### src/rtl/hpl_pkg.sv
`timescale 1ns/1ps
package hpl_pkg;
    localparam int EVT_W = 5;
    localparam int CTRL_W = 3;

    typedef enum logic [1:0] {
        WK_CTRL  = 2'd0,
        WK_LATCH = 2'd1,
        WK_MASK  = 2'd2,
        WK_NONE  = 2'd3
    } wr_kind_e;

    typedef enum logic {
        NT_LOW  = 1'b0,
        NT_HIGH = 1'b1
    } nt_state_e;
endpackage

### src/rtl/hpl_slot.sv
`timescale 1ns/1ps
module hpl_slot
    import hpl_pkg::*;
#(
    parameter int SLOT_W  = 2,
    parameter int SLOT_ID = 0
) (
    input  logic              clk,
    input  logic              rst_n,
    input  logic [EVT_W-1:0]  evt_set,
    input  logic              wr_en,
    input  wr_kind_e          wr_kind,
    input  logic [SLOT_W-1:0] wr_slot,
    input  logic [EVT_W-1:0]  wr_data,
    output logic              pending
);
    localparam logic [SLOT_W-1:0] MY_IDX = SLOT_W'(SLOT_ID);

    logic [EVT_W-1:0] latch_q;
    logic [EVT_W-1:0] mask_q;
    logic             hit;
    logic             clr_hit;
    logic             mask_hit;
    logic [EVT_W-1:0] clr_bits;

    always_comb begin
        hit      = wr_en && (wr_slot == MY_IDX);
        clr_hit  = hit && (wr_kind == WK_LATCH);
        mask_hit = hit && (wr_kind == WK_MASK);
        clr_bits = clr_hit ? wr_data : '0;
    end

    // set has priority over a same-cycle software clear
    always_ff @(posedge clk or negedge rst_n) begin
        if (!rst_n) begin
            latch_q <= '0;
            mask_q  <= '1;
        end else begin
            latch_q <= (latch_q & ~clr_bits) | evt_set;
            if (mask_hit) begin
                mask_q <= wr_data;
            end
        end
    end

    assign pending = |(latch_q & ~mask_q);

    a_r8_set_wins: assert property (@(posedge clk) disable iff (!rst_n)
        (|evt_set) |=> ((latch_q & $past(evt_set)) == $past(evt_set)));

    a_r6_w1c_clears: assert property (@(posedge clk) disable iff (!rst_n)
        (clr_hit && (evt_set == '0)) |=> ((latch_q & $past(wr_data)) == '0));

    a_r10_mask_hold: assert property (@(posedge clk) disable iff (!rst_n)
        !mask_hit |=> $stable(mask_q));
endmodule

### src/rtl/hpl_ctrl.sv
`timescale 1ns/1ps
module hpl_ctrl
    import hpl_pkg::*;
(
    input  logic              clk,
    input  logic              rst_n,
    input  logic              wr_en,
    input  wr_kind_e          wr_kind,
    input  logic [CTRL_W-1:0] wr_data,
    input  logic              cmd_done,
    output logic              int_dis,
    output logic              cmd_int_dis,
    output logic              cmd_det
);
    logic ctl_hit;
    logic det_clr;

    always_comb begin
        ctl_hit = wr_en && (wr_kind == WK_CTRL);
        det_clr = ctl_hit && wr_data[2];
    end

    always_ff @(posedge clk or negedge rst_n) begin
        if (!rst_n) begin
            int_dis     <= 1'b1;
            cmd_int_dis <= 1'b1;
            cmd_det     <= 1'b0;
        end else begin
            if (ctl_hit) begin
                int_dis     <= wr_data[0];
                cmd_int_dis <= wr_data[1];
            end
            cmd_det <= (cmd_det && !det_clr) || cmd_done;
        end
    end

    a_r7_cmd_sets: assert property (@(posedge clk) disable iff (!rst_n)
        cmd_done |=> cmd_det);

    a_r7_dis_hold: assert property (@(posedge clk) disable iff (!rst_n)
        !ctl_hit |=> ($stable(int_dis) && $stable(cmd_int_dis)));
endmodule

### src/rtl/hpl_notify.sv
`timescale 1ns/1ps
module hpl_notify
    import hpl_pkg::*;
(
    input  logic clk,
    input  logic rst_n,
    input  logic level,
    input  logic msi_en,
    input  logic restore,
    output logic irq_level,
    output logic msi_pulse
);
    nt_state_e state_q;
    nt_state_e state_d;

    always_ff @(posedge clk or negedge rst_n) begin
        if (!rst_n) begin
            state_q <= NT_LOW;
        end else begin
            state_q <= state_d;
        end
    end

    // T_RESTORE has priority, then T_RISE / T_FALL
    always_comb begin
        state_d = state_q;
        if (restore) begin
            state_d = NT_LOW;
        end else begin
            unique case (state_q)
                NT_LOW:  if (level)  state_d = NT_HIGH;
                NT_HIGH: if (!level) state_d = NT_LOW;
                default: state_d = NT_LOW;
            endcase
        end
    end

    always_comb begin
        irq_level = 1'b0;
        msi_pulse = 1'b0;
        unique case (state_q)
            NT_LOW:  msi_pulse = msi_en && level;
            NT_HIGH: msi_pulse = msi_en && !level;
            default: msi_pulse = 1'b0;
        endcase
        irq_level = !msi_en && level;
    end

    a_r5_records_level: assert property (@(posedge clk) disable iff (!rst_n)
        !restore |=> ((state_q == NT_HIGH) == $past(level)));

    a_r9_restore_low: assert property (@(posedge clk) disable iff (!rst_n)
        restore |=> (state_q == NT_LOW));
endmodule

### src/rtl/hpl_locator_agg.sv
`timescale 1ns/1ps
module hpl_locator_agg
    import hpl_pkg::*;
#(
    parameter int NSLOTS = 6,
    localparam int SLOT_W = (NSLOTS > 1) ? $clog2(NSLOTS) : 1
) (
    input  logic                    clk,
    input  logic                    rst_n,
    input  logic                    msi_en,
    input  logic                    restore,
    input  logic                    cmd_done,
    input  logic [NSLOTS*EVT_W-1:0] evt_set,
    input  logic                    wr_en,
    input  logic [1:0]              wr_kind,
    input  logic [SLOT_W-1:0]       wr_slot,
    input  logic [EVT_W-1:0]        wr_data,
    output logic [NSLOTS:0]         locator,
    output logic                    irq_level,
    output logic                    msi_pulse
);
    wr_kind_e          kind;
    logic [NSLOTS-1:0] slot_pend;
    logic              int_dis;
    logic              cmd_int_dis;
    logic              cmd_det;
    logic              level;

    assign kind = wr_kind_e'(wr_kind);

    for (genvar s = 0; s < NSLOTS; s++) begin : g_slot
        hpl_slot #(
            .SLOT_W  (SLOT_W),
            .SLOT_ID (s)
        ) u_slot (
            .clk     (clk),
            .rst_n   (rst_n),
            .evt_set (evt_set[s*EVT_W +: EVT_W]),
            .wr_en   (wr_en),
            .wr_kind (kind),
            .wr_slot (wr_slot),
            .wr_data (wr_data),
            .pending (slot_pend[s])
        );
    end

    hpl_ctrl u_ctrl (
        .clk         (clk),
        .rst_n       (rst_n),
        .wr_en       (wr_en),
        .wr_kind     (kind),
        .wr_data     (wr_data[CTRL_W-1:0]),
        .cmd_done    (cmd_done),
        .int_dis     (int_dis),
        .cmd_int_dis (cmd_int_dis),
        .cmd_det     (cmd_det)
    );

    always_comb begin
        locator = {slot_pend, (cmd_det && !cmd_int_dis)};
        level   = !int_dis && (locator != '0);
    end

    hpl_notify u_notify (
        .clk       (clk),
        .rst_n     (rst_n),
        .level     (level),
        .msi_en    (msi_en),
        .restore   (restore),
        .irq_level (irq_level),
        .msi_pulse (msi_pulse)
    );

    a_r4_level_needs_locator: assert property (@(posedge clk) disable iff (!rst_n)
        irq_level |-> (locator != '0));

    a_r4_exclusive_modes: assert property (@(posedge clk) disable iff (!rst_n)
        !(irq_level && msi_pulse));
endmodule

### config.mk
export PLATFORM = sky130hd
export DESIGN_NAME = hpl_locator_agg
export DESIGN_NICKNAME = d
export VERILOG_FILES = /design/src/rtl/hpl_pkg.sv /design/src/rtl/hpl_slot.sv /design/src/rtl/hpl_ctrl.sv /design/src/rtl/hpl_notify.sv /design/src/rtl/hpl_locator_agg.sv
export SDC_FILE = /design/constraint.sdc
export NUM_CORES = 1
export LEC_CHECK = 0
export BUFFER_PORTS_ARGS = -buffer_cell sky130_fd_sc_hd__buf_4
export CAP_MARGIN = 15
export CORE_ASPECT_RATIO = 1.75
export CORE_UTILIZATION = 55
export DETAILED_ROUTE_END_ITERATION = 8
export PLACE_DENSITY = 0.85
export SLEW_MARGIN = 25
export SYNTH_ARGS = -nofsm -noshare
export SYNTH_HDL_FRONTEND = slang
export SYNTH_HIERARCHICAL = 1
export SYNTH_SLANG_ARGS = --single-unit
### constraint.sdc
create_clock -name clk -period 3.1 [get_ports clk]
set_clock_uncertainty 0.05 [all_clocks]
set_input_delay 0.465 -clock clk [delete_from_list [all_inputs] [get_ports clk]]
set_output_delay 0.465 -clock clk [all_outputs]
set_load 0.02 [all_outputs]
==> results by group, run 1 <==
Detailed routing
  – Via-per-instance ratio: 5.55
  – Routed WL: 6.48 mm
  – DR iter-0 viols: 68
  – Wire length per cell: 16.8 µm
  – Final ANT Viol Nets: 0
  – Pre-Repair DR Iteration Count: 4
  – DRC violations left: 0
  – Via Count: 2138

Worst setup path
  – Worst path buffer plus inverter count: 2
  – Crit Path Category: reg -> out
  – Required @ worst endpoint: 2.58 ns
  – Crit Path Max Fanout: 2
  – CP Cell Sequence: inv_1 -> a222oi_1 -> o221ai_1 -> or4_1 -> o41a_1 -> xor2_1 -> and2_1 -> buf_6
  – Worst path slowest cell: or4_1
  – CP peak stage delay: 0.57 ns
  – CP arrival: 2.79 ns
  – Worst Setup Start Kind: flop
  – Worst path top cell family by delay: compound AO/OA/AOI/OAI gates
  – Critical Path End Type: output pin

Clock tree
  – Worst skew pair latency: 0.33 ns
  – CTS HTree Levels: 3
  – Clock transition at the registers of the reported paths: 0.07 ns
  – CTS buffer count: 9
  – # clock sinks: 64
  – Clock buffer depth: 2
  – Root Buffer: clkbuf_8
  – CTS tree: built

Yosys
  – Simple-Gate Fraction of Synth Area: 18.1%
  – Post-synthesis xor/xnor area fraction: 0.285%
  – Yosys top cell area share: 27.4%
  – Syn Nets: 282
  – Post-Syn Area: 0.00307 mm²
  – FFs w/ async S/R, synth: 100%
  – Cells after Synth: 236
  – Main combinational cell family by area after synthesis: simple AND/OR/NAND/NOR gates
  – Library cells used by synthesis: 24
  – Ranking of synthesized cells by area: dfstp_2 (27%), dfrtp_1 (26%), mux2_4 (7.3%)
  – Adder-cell share of the synthesized area: 0%
  – Synth Area per Inst: 13.0 µm²
  – YS warnings: 6
  – Post-synthesis sequential area ratio: 53.4%
  – EDFF count, synth: 0
  – Post-synthesis compound-gate area fraction: 10.7%
  – Register bit total from synthesis: 64
  – Yosys top cell by area: dfstp_2
  – Post-synthesis mux area share: 13.6%
  – Main synth FF type: dfstp_2

Place
  – Hpwl dp: 4.48 mm
  – DP Worst Slack: 0.0950 ns
  – IO buf count: 54
  – Placer Congestion: 0.789

Timing
  – Minimum clock period: 3.31 ns
  – Setup WS post-layout: -0.209 ns
  – Slew Limit Fails: 0
  – Max_slew headroom: 47.5%
  – Setup TNS: -0.394 ns
  – RSZ-0062 raised after global routing: yes
  – Tcrit/Tclk final: 107%
  – Peak Freq: 302 MHz
  – Setup-failing EPs final: 2
  – Worst Tran Pin Value: 0.788 ns
  – Final Hold Fails: 0

Layout
  – Register area: 0.00164 mm²
  – Ant. Diodes: 0
  – Fill cells: 390
  – Ratio of cells with drive above 1 in the final layout: 48.9%
  – P&R area growth vs syn: 24.4%
  – Layout Utilization: 71.5%
  – # nets final: 352
  – Multi-input logic area: 0.00132 mm²

Flow run
  – MaxCap Viol Count: 0

Die
  – Die area: 0.00590 mm²
  – Die Y: 101 µm
  – Core Region: 0.00534 mm²
  – Num rows: 35
  – I/O Pins: 55
  – Starting Density: 57.5%
  – Die X: 58.5 µm

Global routing
  – Vias in the first global route: 2310
  – First-pass GRT wire length: 10.8 mm
  – Total grt overflow: 0
  – Initial antenna violation count: 0
  – Largest net degree at the start of global routing: 65
  – Gr usage total: 24.9%

Power
  – P_leak: 0.00168 µW
  – PD cells: 533 mW/mm²
  – IR drop worst, VDD: 0.476 mV

Outcome
  – Failing checks: negative setup slack
  – Outcome: finished with violations

Worst hold path
  – Worst hold-check path type: in -> async
-- through the flow --
stage,area (µm²),instances,hold WS [ns],total power [µW]
after detailed placement,3570,364,0.419,1330
after CTS,3810,383,0.185,2050
after global routing,3820,385,0.207,2120
final,3820,385,0.170,2040
after floorplan,3070,236,0.119,1190
after global placement,3570,364,0.410,1310
-- synthesized netlist by cell type (2+ instances only) --
library cell	number
mux2_4	15
nand3b_4	4
dfstp_2	32
dfrtp_1	32
nand3b_1	10
mux2_2	17
and4bb_4	3
o221ai_1	6
nor3b_4	3
nand4b_4	2
o21ai_0	10
a21o_1	20
inv_1	32
nand3_1	20
nand2b_1	10
a222oi_1	6
nor2b_1	7
-- worst paths after layout --
check | from | endpoint | slack (ns) | cells after the start
min | rst_n | g_slot[0].u_slot/latch_q[3] | 0.17 | 1
max in group asynchronous | rst_n | u_notify/state_q | 2.32 | 1
max reg2reg | g_slot[4].u_slot/mask_q[0] | u_notify/state_q | 0.62 | 7
max | g_slot[4].u_slot/mask_q[0] | msi_pulse | -0.21 | 8
min reg2reg | g_slot[2].u_slot/latch_q[2] | g_slot[2].u_slot/latch_q[2] | 0.43 | 1
min in group clk | restore | u_notify/state_q | 0.23 | 2
-- cell type report --
type	count	share of cell area, %
clock inverters	3	1.05
repair buffers	59	11.8
well taps	74	2.42
multi-input cells	140	34.5
clock buffers	13	4.16
inverters	32	3.14
flip-flops and latches	64	42.9
-- state kept, by name, indices dropped and copies added (netlist names) --
register / count
g_slot.u_slot/latch_q: 30
u_ctrl/int_dis: 1
u_notify/state_q: 1
u_ctrl/cmd_int_dis: 1
g_slot.u_slot/mask_q: 30
u_ctrl/cmd_det: 1
-- cells in the final DEF, fill, tap and decap left out, types with 2 or more instances in the layout --
master,count
a21o_1,20
a222oi_1,6
and4bb_4,3
buf_4,57
buf_6,2
clkbuf_1,2
clkbuf_8,11
clkinv_2,2
dfrtp_1,32
dfstp_2,32
inv_1,31
mux2_2,17
mux2_4,15
nand2b_1,10
nand3_1,20
nand3b_1,10
nand3b_4,4
nand4b_4,2
nor2b_1,6
nor3b_4,3
o21ai_0,10
o221ai_1,6
-- timing repair --
action / 4_1_cts / 5_1_grt
buffers inserted: 3 / 2
gates resized for setup: 5 / 0
endpoints found under the setup margin: 2 / 2
hold endpoints to repair: 0 / 0
hold buffers: 0 / 0
pin swaps: 7 / 3
-- per-layer routing --
metal	global-route usage, %	up-vias	share of wire, %
met5	0	-	0
met2	41.6	64	53
met4	11.2	0	2.5
met3	6.80	11	4.4
li1	-	990	-
met1	29.4	1073	40
-- cells by family after synthesis --
family                 after synthesis
multiplexers                        32
AND/OR/NAND/NOR                     63
flip-flops                          64
XOR/XNOR                             1
AO/OA/AOI/OAI                       44
buffers and inverters               32
-- power breakdown --
group	switching [µW]	internal (µW)	total (µW)
clock	297	413	711
sequential	47.7	981	1030
combinational	128	171	299
total	473	1570	2040
No activity file was read; power rests on OpenSTA's default activity.
==> run 2: changes to the inputs <==
RECOVER_POWER = 100   (was default)
SETUP_SLACK_MARGIN = 0.02   (was default)
==> results by group, run 2 (synthesized netlist as in run 1, its figures left out) <==
Clock tree
  – CTS tree: built
  – Root Buffer: clkbuf_8
  – CTS HTree Levels: 3
  – Clock transition at the registers of the reported paths: 0.07 ns
  – CTS Hold Bufs: 0
  – # clock sinks: 64
  – Clock buffer depth: 2
  – Worst skew pair latency: 0.33 ns
  – CTS buffer count: 9

Die
  – Die area: 0.00590 mm²
  – Die X: 58.5 µm
  – I/O Pins: 55
  – Die Y: 101 µm
  – Starting Density: 57.5%
  – Core Region: 0.00534 mm²
  – Num rows: 35

Detailed routing
  – Routed WL: 6.50 mm
  – DRC violations left: 0
  – Via-per-instance ratio: 5.58
  – Via Count: 2147
  – DR iter-0 viols: 92
  – Final ANT Viol Nets: 0
  – Wire length per cell: 16.9 µm
  – Pre-Repair DR Iteration Count: 5

Timing
  – Max_slew headroom: -2.76%
  – Setup TNS: -0.366 ns
  – Setup WS post-layout: -0.195 ns
  – Final Hold Fails: 0
  – Minimum clock period: 3.30 ns
  – RSZ-0062 raised after global routing: yes
  – Setup-failing EPs final: 2
  – Fin Hold WS: 0.236 ns
  – Worst Tran Pin Value: 1.54 ns
  – Peak Freq: 303 MHz
  – Slew Limit Fails: 65
  – Tcrit/Tclk final: 106%

Global routing
  – Gr usage total: 24.9%
  – Vias in the first global route: 2310
  – Gr busiest metal: met2
  – First-pass GRT wire length: 10.8 mm
  – Met1 Resource Use GR: 29.4%
  – Initial antenna violation count: 0
  – Met2 Use GR: 41.6%
  – Met3 GRT Util: 6.80%
  – Largest net degree at the start of global routing: 65
  – Total grt overflow: 0

Layout
  – P&R area growth vs syn: 19.0%
  – Biggest regs: g_slot.u_slot/latch_q (30), g_slot.u_slot/mask_q (30)
  – Ant. Diodes: 0
  – Register area: 0.00164 mm²
  – Non-Filler Instances: 385
  – Most frequent cells in the layout: buf_4 (50), dfrtp_1 (32), inv_1 (31), dfstp_2 (31)
  – Final instance area: 0.00366 mm²
  – Fill cells: 432
  – Leading cell type in the layout, fill and taps excluded: buf_4
  – # nets final: 352
  – Multi-input logic area: 0.00118 mm²
  – Layout Utilization: 68.5%
  – Ratio of cells with drive above 1 in the final layout: 40.2%

Worst setup path
  – Worst path top cell family by delay: compound AO/OA/AOI/OAI gates
  – CP peak stage delay: 0.57 ns
  – Required @ worst endpoint: 2.58 ns
  – Worst path slowest cell: or4_1
  – CP Cell Sequence: inv_1 -> a222oi_1 -> o221ai_1 -> or4_1 -> o41a_1 -> xor2_1 -> and2_1 -> buf_6
  – CP arrival: 2.78 ns
  – Crit Path Max Fanout: 2
  – Crit Path Category: reg -> out
  – Worst path buffer plus inverter count: 2
  – Worst R2R Setup Slack: 0.63 ns
  – Worst reg2reg path depth: 7
  – Critical Path End Type: output pin
  – Worst Setup Start Kind: flop
  – CP endpoint: msi_pulse
  – Worst r2r src: g_slot[4].u_slot/mask_q[0]
  – Worst r2r dst: u_notify/state_q
  – Worst setup startpoint: g_slot[4].u_slot/mask_q[0]
  – Critical path depth: 8

Worst hold path
  – Worst hold-check path type: in -> reg
  – Hold Path Origin: restore

Outcome
  – Outcome: finished with violations
  – Failing checks: max-capacitance violations, max-slew violations, negative setup slack

Place
  – Placed cell areas: 0.00357 mm²
  – Inst Count DP: 364
  – IO buf count: 54
  – Hpwl dp: 4.48 mm
  – Placer Congestion: 0.789

Power
  – PD cells: 546 mW/mm²
  – P_leak: 0.00151 µW
  – IR drop worst, VDD: 0.474 mV

Flow run
  – MaxCap Viol Count: 1
[run 2: how the worst min path moves through the flow]
stage                                  end  slack, ns  cells past startpoint
6_report                  u_notify/state_q       0.24                      2
5_1_grt                   u_notify/state_q       0.22                      2
4_1_cts        g_slot[1].u_slot/latch_q[3]       0.19                      1
3_5_place_dp   g_slot[2].u_slot/latch_q[2]       0.42                      1
3_3_place_gp   g_slot[2].u_slot/latch_q[1]       0.41                      1
2_1_floorplan  g_slot[0].u_slot/latch_q[0]       0.12                      0
[run 2: report_power, final]
| group | internal (µW) | total [µW] | switching (µW) | leakage, µW |
|---|---|---|---|---|
| registers | 980 | 1030 | 46.4 | 0.000620 |
| clock network | 413 | 707 | 294 | 0.000103 |
| logic | 141 | 264 | 122 | 0.000786 |
| total | 1530 | 2000 | 462 | 0.00151 |
[run 2: layout make-up]
| type | count | share of cell area (%) |
|---|---|---|
| Sequential cell | 64 | 44.9 |
| Inverter | 32 | 3.28 |
| Multi-Input combinational cell | 140 | 32.2 |
| Timing Repair Buffer | 59 | 11.6 |
| Clock buffer | 13 | 4.34 |
| Clock inverter | 3 | 1.09 |
| Tap cell | 74 | 2.53 |
[run 2: worst reg2reg max path, stage by stage, from the launching register on]
cell,delay (ns)
dfstp_2,0.54
inv_1,0.04
a222oi_1,0.33
o221ai_1,0.21
or4_1,0.57
o41a_1,0.36
buf_4,0.15
nor2b_1,0.12
[run 2: repair_timing]
action / 4_1_cts / 5_1_grt
setup endpoints to repair: 2 / 2
pin swaps: 7 / 3
resized for setup: 5 / 0
buffers inserted: 3 / 2
[run 2: layer usage]
layer  part of all wire (%)  wire [µm]
met1                     40       2620
met3                    4.8        309
met2                     53       3440
met5                      0          0
met4                    1.9        126
[run 2: metrics by stage]
step	total power, µW	worst slack, ns
after floorplan	1190	0.129
after global placement	1310	0.156
after detailed placement	1330	0.0950
after CTS	2050	-0.228
after global routing	2080	-0.299
final	2000	-0.195
